`src/rtl/dram_cyc_pkg.sv`:
```
package dram_cyc_pkg;

  typedef enum logic [2:0] {
    CYC_NONE     = 3'd0,
    CYC_ACCESS   = 3'd1,
    CYC_RAS_ONLY = 3'd2,
    CYC_CBR      = 3'd3,
    CYC_HIDDEN   = 3'd4
  } cyc_kind_t;

  function automatic int unsigned wider(input int unsigned a, input int unsigned b);
    return (a > b) ? a : b;
  endfunction

endpackage

```
`src/rtl/dram_sync_pipe.sv`:
```
module dram_sync_pipe #(
  parameter int unsigned W       = 1,
  parameter bit          RST_VAL = 1'b0
) (
  input  logic         clk,
  input  logic         rst_n,
  input  logic [W-1:0] d,
  output logic [W-1:0] q
);

  logic [W-1:0] meta;

  always_ff @(posedge clk or negedge rst_n) begin
    if (!rst_n) begin
      meta <= {W{RST_VAL}};
      q    <= {W{RST_VAL}};
    end else begin
      meta <= d;
      q    <= meta;
    end
  end

endmodule

```
`src/rtl/dram_refresh_ptr.sv`:
```
module dram_refresh_ptr #(
  parameter int unsigned ROW_BITS = 3
) (
  input  logic                clk,
  input  logic                rst_n,
  input  logic                advance,
  output logic [ROW_BITS-1:0] ptr
);

  function automatic logic [ROW_BITS-1:0] ptr_next(input logic [ROW_BITS-1:0] p);
    return p + 1'b1;
  endfunction

  always_ff @(posedge clk or negedge rst_n) begin
    if (!rst_n)       ptr <= '0;
    else if (advance) ptr <= ptr_next(ptr);
  end

endmodule

```
`src/rtl/dram_lane_array.sv`:
```
module dram_lane_array #(
  parameter int unsigned ROW_BITS = 3,
  parameter int unsigned COL_BITS = 3,
  parameter int unsigned LANE_W   = 8,
  parameter int unsigned LANES    = 2
) (
  input  logic                      clk,
  input  logic                      rst_n,
  input  logic [ROW_BITS-1:0]       row,
  input  logic [COL_BITS-1:0]       col,
  input  logic [LANES-1:0]          lane_act,
  input  logic                      wr_en,
  input  logic [LANES*LANE_W-1:0]   wdata,
  output logic [LANES*LANE_W-1:0]   rdata
);

  localparam int unsigned IDX_W = ROW_BITS + COL_BITS;
  localparam int unsigned WORDS = 1 << IDX_W;

  function automatic logic [IDX_W-1:0] word_idx(input logic [ROW_BITS-1:0] r,
                                                input logic [COL_BITS-1:0] c);
    return {r, c};
  endfunction

  logic [IDX_W-1:0] idx;
  assign idx = word_idx(row, col);

  for (genvar g = 0; g < LANES; g++) begin : g_lane
    logic [LANE_W-1:0] cells [WORDS];
    logic [LANE_W-1:0] rd_q;

    always_ff @(posedge clk) begin
      if (lane_act[g] && wr_en) cells[idx] <= wdata[g*LANE_W +: LANE_W];
    end

    always_ff @(posedge clk or negedge rst_n) begin
      if (!rst_n)                     rd_q <= '0;
      else if (lane_act[g] && !wr_en) rd_q <= cells[idx];
    end

    assign rdata[g*LANE_W +: LANE_W] = rd_q;
  end

endmodule

```
`src/rtl/dram_cycle_classifier.sv`:
```
module dram_cycle_classifier
  import dram_cyc_pkg::*;
#(
  parameter int unsigned ROW_BITS = 3,
  parameter int unsigned COL_BITS = 3
) (
  input  logic                clk,
  input  logic                rst_n,
  input  logic                ras_fall,
  input  logic                ras_rise,
  input  logic [1:0]          cas_s,
  input  logic [1:0]          lane_fall,
  input  logic                we_s,
  input  logic [ROW_BITS-1:0] row_pin,
  input  logic [COL_BITS-1:0] col_pin,
  input  logic [ROW_BITS-1:0] ref_ptr,
  output logic                in_ras,
  output cyc_kind_t           cur_kind,
  output logic [ROW_BITS-1:0] row_lat,
  output logic [COL_BITS-1:0] col_eff,
  output logic [1:0]          lane_act,
  output logic                cbr_start,
  output logic                hidden_start,
  output logic                rd_hold,
  output logic                cyc_done,
  output cyc_kind_t           cyc_kind,
  output logic [ROW_BITS-1:0] cyc_row
);

  logic [COL_BITS-1:0] col_lat;
  logic                col_held;
  logic                acc_hold;
  logic                cas_any_low;
  logic                cas_idle;
  logic                normal_cyc;

  assign cas_any_low  = ~&cas_s;
  assign cas_idle     = &cas_s;
  assign normal_cyc   = in_ras && (cur_kind == CYC_RAS_ONLY || cur_kind == CYC_ACCESS);
  assign lane_act     = lane_fall & {2{normal_cyc}};
  assign cbr_start    = ras_fall && cas_any_low && !acc_hold;
  assign hidden_start = ras_fall && cas_any_low && acc_hold;
  assign col_eff      = col_held ? col_lat : col_pin;

  always_ff @(posedge clk or negedge rst_n) begin
    if (!rst_n) begin
      in_ras   <= 1'b0;
      cur_kind <= CYC_NONE;
      row_lat  <= '0;
      col_lat  <= '0;
      col_held <= 1'b0;
      acc_hold <= 1'b0;
      rd_hold  <= 1'b0;
      cyc_done <= 1'b0;
      cyc_kind <= CYC_NONE;
      cyc_row  <= '0;
    end else begin
      cyc_done <= 1'b0;
      if (ras_fall) begin
        in_ras <= 1'b1;
        if (cas_any_low) begin
          cur_kind <= acc_hold ? CYC_HIDDEN : CYC_CBR;
          row_lat  <= ref_ptr;
        end else begin
          cur_kind <= CYC_RAS_ONLY;
          row_lat  <= row_pin;
        end
      end else if (ras_rise && in_ras) begin
        in_ras   <= 1'b0;
        cyc_done <= 1'b1;
        cyc_kind <= cur_kind;
        cyc_row  <= row_lat;
      end

      if (|lane_act) begin
        cur_kind <= CYC_ACCESS;
        acc_hold <= 1'b1;
        rd_hold  <= we_s;
        if (!col_held) begin
          col_lat  <= col_pin;
          col_held <= 1'b1;
        end
      end else if (cas_idle) begin
        col_held <= 1'b0;
        acc_hold <= 1'b0;
        rd_hold  <= 1'b0;
      end
    end
  end

endmodule

```
`src/rtl/dram_cycle_ctrl.sv`:
```
module dram_cycle_ctrl
  import dram_cyc_pkg::*;
#(
  parameter  int unsigned ROW_BITS = 3,
  parameter  int unsigned COL_BITS = 3,
  parameter  int unsigned LANE_W   = 8,
  localparam int unsigned ADDR_W   = wider(ROW_BITS, COL_BITS),
  localparam int unsigned DATA_W   = 2 * LANE_W
) (
  input  logic                clk,
  input  logic                rst_n,
  input  logic                ras_n,
  input  logic                ucas_n,
  input  logic                lcas_n,
  input  logic                we_n,
  input  logic                oe_n,
  input  logic [ADDR_W-1:0]   addr,
  input  logic [DATA_W-1:0]   din,
  output logic [DATA_W-1:0]   dq_out,
  output logic [1:0]          dq_oe,
  output logic                cyc_done,
  output logic [2:0]          cyc_kind,
  output logic [ROW_BITS-1:0] cyc_row
);

  logic [2:0]             strb_s;
  logic [1:0]             ctl_s;
  logic [ADDR_W-1:0]      addr_s;
  logic [DATA_W-1:0]      din_s;
  logic                   ras_s, ras_p;
  logic [1:0]             cas_s, cas_p;
  logic                   we_s, oe_s;
  logic                   ras_fall, ras_rise;
  logic [1:0]             lane_fall;
  logic                   in_ras;
  cyc_kind_t              cur_kind;
  cyc_kind_t              kind_w;
  logic [ROW_BITS-1:0]    row_lat;
  logic [COL_BITS-1:0]    col_eff;
  logic [1:0]             lane_act;
  logic                   cbr_start, hidden_start;
  logic                   rd_hold;
  logic [ROW_BITS-1:0]    ref_ptr;

  dram_sync_pipe #(.W(3), .RST_VAL(1'b1)) u_strb_sync (
    .clk(clk), .rst_n(rst_n), .d({ras_n, ucas_n, lcas_n}), .q(strb_s)
  );

  dram_sync_pipe #(.W(2), .RST_VAL(1'b1)) u_ctl_sync (
    .clk(clk), .rst_n(rst_n), .d({we_n, oe_n}), .q(ctl_s)
  );

  dram_sync_pipe #(.W(ADDR_W + DATA_W), .RST_VAL(1'b0)) u_bus_sync (
    .clk(clk), .rst_n(rst_n), .d({addr, din}), .q({addr_s, din_s})
  );

  assign ras_s = strb_s[2];
  assign cas_s = strb_s[1:0];
  assign we_s  = ctl_s[1];
  assign oe_s  = ctl_s[0];

  always_ff @(posedge clk or negedge rst_n) begin
    if (!rst_n) begin
      ras_p <= 1'b1;
      cas_p <= 2'b11;
    end else begin
      ras_p <= ras_s;
      cas_p <= cas_s;
    end
  end

  assign ras_fall  = ras_p & ~ras_s;
  assign ras_rise  = ~ras_p & ras_s;
  assign lane_fall = cas_p & ~cas_s;

  dram_cycle_classifier #(.ROW_BITS(ROW_BITS), .COL_BITS(COL_BITS)) u_classify (
    .clk          (clk),
    .rst_n        (rst_n),
    .ras_fall     (ras_fall),
    .ras_rise     (ras_rise),
    .cas_s        (cas_s),
    .lane_fall    (lane_fall),
    .we_s         (we_s),
    .row_pin      (addr_s[ROW_BITS-1:0]),
    .col_pin      (addr_s[COL_BITS-1:0]),
    .ref_ptr      (ref_ptr),
    .in_ras       (in_ras),
    .cur_kind     (cur_kind),
    .row_lat      (row_lat),
    .col_eff      (col_eff),
    .lane_act     (lane_act),
    .cbr_start    (cbr_start),
    .hidden_start (hidden_start),
    .rd_hold      (rd_hold),
    .cyc_done     (cyc_done),
    .cyc_kind     (kind_w),
    .cyc_row      (cyc_row)
  );

  dram_refresh_ptr #(.ROW_BITS(ROW_BITS)) u_ref_ptr (
    .clk(clk), .rst_n(rst_n), .advance(cbr_start | hidden_start), .ptr(ref_ptr)
  );

  dram_lane_array #(
    .ROW_BITS(ROW_BITS), .COL_BITS(COL_BITS), .LANE_W(LANE_W), .LANES(2)
  ) u_array (
    .clk      (clk),
    .rst_n    (rst_n),
    .row      (row_lat),
    .col      (col_eff),
    .lane_act (lane_act),
    .wr_en    (~we_s),
    .wdata    (din_s),
    .rdata    (dq_out)
  );

  assign dq_oe    = {2{rd_hold & ~oe_s}} & ~cas_s;
  assign cyc_kind = kind_w;

endmodule

```
`config.mk`:
```
export PLATFORM = sky130hd
export DESIGN_NAME = dram_cycle_ctrl
export DESIGN_NICKNAME = d
export VERILOG_FILES = /design/src/rtl/dram_cyc_pkg.sv /design/src/rtl/dram_sync_pipe.sv /design/src/rtl/dram_refresh_ptr.sv /design/src/rtl/dram_lane_array.sv /design/src/rtl/dram_cycle_classifier.sv /design/src/rtl/dram_cycle_ctrl.sv
export SDC_FILE = /design/constraint.sdc
export NUM_CORES = 1
export LEC_CHECK = 0
export CAP_MARGIN = 20
export CORE_UTILIZATION = 25
export CTS_BUF_LIST = sky130_fd_sc_hd__clkbuf_4 sky130_fd_sc_hd__clkbuf_8
export CTS_CLUSTER_SIZE = 12
export DETAILED_ROUTE_END_ITERATION = 10
export PLACE_DENSITY = 0.36
export SYNTH_ARGS = -nofsm -noshare
export SYNTH_HDL_FRONTEND = slang
export SYNTH_SLANG_ARGS = --single-unit
```
`constraint.sdc`:
```
create_clock -name clk -period 3.1 [get_ports clk]
set_input_delay 0.31 -clock clk [delete_from_list [all_inputs] [get_ports clk]]
set_output_delay 0.31 -clock clk [all_outputs]
set_load 0.01 [all_outputs]
```
==> flow_summary.toml <==
[global_routing]
antenna_found_initial = 3
grt_usage = 0.158
grt_pass1_wl_um = 189000
first_global_vias = 25100
overflow = 0
grt_max_degree = 65

[logic_synthesis]
synth_warnings = 0
synth_commonest_cells = "edfxtp_1 (1024), a22oi_1 (292), mux2i_1 (161)"
synth_seq_cells = 1113
synth_flop_cell = "edfxtp_1"
synth.net_count = 2482
synthCells = 2455
synth_edf_count = 1024
synth_seq_area_share = 0.793
syn-cell-area_um2 = 41600
synth_top_area_share = 0.739
async_flop_share = 0.0800
synth_most_common_cell = "edfxtp_1"
ys_types = 60
synth_largest_area_cell = "edfxtp_1"
synth_area_per_cell_um2 = 17.0
synth.area.top_cells = "edfxtp_1 (74%), a22oi_1 (5.3%), dfrtp_1 (4.6%)"

[power_and_ir_drop]
powerDensity_nw_per_um2 = 768
pwr-share-comb = 0.229
peakVddDrop_uv = 459
seq_power_share = 0.435
switching_power_mw = 12.1
p_sw_frac = 0.307
p_leak_nw = 17.0
finalPower_mw = 39.5
p_clk_frac = 0.336
p_int_mw = 27.4

[sta]
relSlewSlack = 0.331
clock-skew-final_ns = 0.0420
setup_tns_ns = 0
maxSlewViolCount = 0
hold_viol = 0
tightest_slew_ns = 1.00
min_period_over_period = 0.963
setup_violations = 0
period_minus_slack_ns = 2.99
max_freq_mhz = 335

[floorplanning]
die_area_um2 = 168000
coreArea_um2 = 165000
die_w_um = 410
die_height_um = 410
initial_core_util = 0.252
ios = 51
num_rows = 149

[detailed_routing]
wl_per_cell_um = 25.4
dr_total_vias = 24300
vias_per_cell = 4.60
ant_nets = 0
finalWirelength_um = 134000
drc = 0
first_iter_violations = 1765
drt-pass1-iter-count = 5

[worst_setup_path]
critPathBufInv = 2
required_ns = 3.87
crit_arrival_ns = 3.76
crit_path_end_kind = "register"
crit_family = "compound AO/OA/AOI/OAI gates"
path_cells = "mux2_8 -> buf_4 -> mux2i_1 -> o22ai_1 -> o21ai_0 -> a21boi_0 -> buf_4 -> o32a_1"
path_common_cell = "buf_4"
reg2reg_slack_ns = 0.11
crit_type = "register to register"
worstRegToRegCells = 8
worstPathMaxFanout = 26
r2r-start = "u_classify.col_held$_DFFE_PN0P_"
crit_path_max_incr_delay_ns = 0.50
worstSetupStartpointType = "register"
critPathSlowestCell = "dfrtp_2"
reg2reg_to = "u_array.g_lane[0].rd_q[2]$_DFFE_PN0P_"
cp.depth = 8

[worst_hold_path]
min_from = "u_bus_sync.meta[1]$_DFF_PN0_"
whs_path_depth = 0
holdCritPathClass = "register to register"
hold_end = "u_bus_sync.q[1]$_DFF_PN0_"

[clock_tree]
clkTransAtPathRegs_ns = 0.06
cts_buffers = 188
insertion_delay_ns = 0.91
cts_tree = "built"
cts_sinks = 1113
cts_root_buf = "clkbuf_8"
cts-htree-levels = 4
clockBufferDepth = 3

[placement]
hpwlAfterDp_um = 86400
numPlacedInstances = 4885
dpl_cell_area_um2 = 47200
place_congestion = 0.772
port_buffers = 50

[layout]
syn2layout_area_growth_pct = 23.6
drive_gt1_frac = 0.238
final_cells = 5275
multi_input_area_um2 = 7950
stdcell_area_um2 = 51400
fill_cells = 16400
final-seq-area_um2 = 33000
nets = 2945

[status]
status = "complete, no violations"

[run]
cap_viol_max_count = 0
-- power by group through the flow --
stage | Sequential (mW) | Combinational [mW] | Clock, mW
after floorplan | 17.3 | 4.35 | 0
after global placement | 17.5 | 9.03 | 0
after detailed placement | 17.5 | 9.07 | 0
after CTS | 17.2 | 9.17 | 13.7
after global routing | 17.2 | 9.60 | 14.3
final | 17.2 | 9.04 | 13.3
-- per-stage QoR --
step | utilization | hold slack [ns] | setup WS, ns
final | 0.311 | 0.337 | 0.114
after global routing | 0.311 | 0.332 | -0.00146
after CTS | 0.311 | 0.263 | 0.00208
after detailed placement | 0.286 | 0.336 | -0.0393
after global placement | 0.286 | 0.332 | -0.00656
after floorplan | - | 0.0144 | 0.639
-- routing by layer --
layer / wire, um / vias up / global-route usage / share of wire
li1: - / 10800 / - / -
met5: 0 / - / 0 / 0
met4: 2640 / 0 / 0.0448 / 0.020
met2: 64800 / 623 / 0.260 / 0.48
met1: 60500 / 12600 / 0.212 / 0.45
met3: 6190 / 182 / 0.0286 / 0.046
-- kinds of logic after synthesis --
| group | after synthesis | synth area share |
|---|---|---|
| fa+ha+maj | 1 | 0.000301 |
| compound gates | 581 | 0.0985 |
| mux | 174 | 0.0423 |
| xor+xnor | 3 | 0.000631 |
| flops | 1113 | 0.793 |
| simple gates | 426 | 0.0461 |
| buf+inv | 157 | 0.0196 |
-- sequential cells by signal, summed over array words and instances (netlist names) --
| register | flops |
|---|---|
| u_classify.cur_kind | 3 |
| u_ref_ptr.ptr | 3 |
| ras_p | 1 |
| u_classify.cyc_row | 3 |
| u_classify.col_held | 1 |
| u_bus_sync.q | 19 |
| u_classify.col_lat | 3 |
| cas_p | 2 |
| u_ctl_sync.meta | 2 |
| u_classify.row_lat | 3 |
| u_strb_sync.meta | 3 |
| u_classify.cyc_done | 1 |
| u_strb_sync.q | 3 |
| u_classify.in_ras | 1 |
| u_array.g_lane.rd_q | 16 |
| u_classify.cyc_kind | 3 |
| u_array.g_lane.cells | 1024 |
| u_classify.rd_hold | 1 |
| u_ctl_sync.q | 2 |
| u_bus_sync.meta | 19 |
-- timing repair --
action,4_1_cts,5_1_grt
pin swaps,1,1
setup endpoints to repair,3,7
gates resized for setup,3,10
gates cloned,0,0
hold buffers,27,0
buffers inserted,3,2
hold endpoints to repair,104,0
-- placed cells by master (no fill, tap or decap), types with 4 or more instances in the layout --
master / instances
edfxtp_1: 1024
clkdlybuf4s50_1: 49
mux2i_1: 161
dfstp_2: 13
nor4_1: 12
o22a_1: 4
nand3_1: 17
mux2_2: 11
o2bb2ai_1: 4
inv_6: 6
nand4_1: 46
a21oi_1: 67
o32a_1: 9
dfrtp_2: 17
a31oi_1: 8
clkbuf_4: 81
clkinv_1: 40
buf_4: 314
a22o_1: 9
dlygate4sd3_1: 26
and2_1: 5
dfrtp_1: 57
o22ai_1: 79
a221oi_1: 6
nor2b_1: 5
clkinv_2: 16
nor2_1: 148
or2_4: 5
buf_12: 34
o21ai_0: 44
clkbuf_8: 203
a41oi_1: 24
nor2_2: 5
a22oi_1: 290
nand2_1: 152
a21boi_0: 7
diode_2: 4
nand2b_1: 8
-- layout make-up --
type / count / area share
inverters: 3 / 0.000219
repair buffers: 427 / 0.0752
clock inverters: 70 / 0.00834
clock buffers: 284 / 0.0661
diodes: 4 / 0.000195
multi-input cells: 1185 / 0.155
flip-flops and latches: 1113 / 0.642
well taps: 2189 / 0.0533
-- worst max path at each step --
stage / startpoint / end / slack (ns)
floorplan: u_classify.cur_kind[0]$_DFFE_PN0P_ / u_array.g_lane[0].cells[56][0]$_DFFE_PP_ / 0.64
finish: u_classify.col_held$_DFFE_PN0P_ / u_array.g_lane[0].rd_q[2]$_DFFE_PN0P_ / 0.11
global placement: u_bus_sync.q[16]$_DFF_PN0_ / u_array.g_lane[0].rd_q[1]$_DFFE_PN0P_ / -0.007
CTS: u_bus_sync.q[18]$_DFF_PN0_ / u_array.g_lane[1].rd_q[1]$_DFFE_PN0P_ / 0.002
detailed placement: u_bus_sync.q[16]$_DFF_PN0_ / u_array.g_lane[1].rd_q[6]$_DFFE_PN0P_ / -0.04
global route: u_classify.col_held$_DFFE_PN0P_ / u_array.g_lane[0].rd_q[1]$_DFFE_PN0P_ / -0.001
No activity file was read; power rests on OpenSTA's default activity.
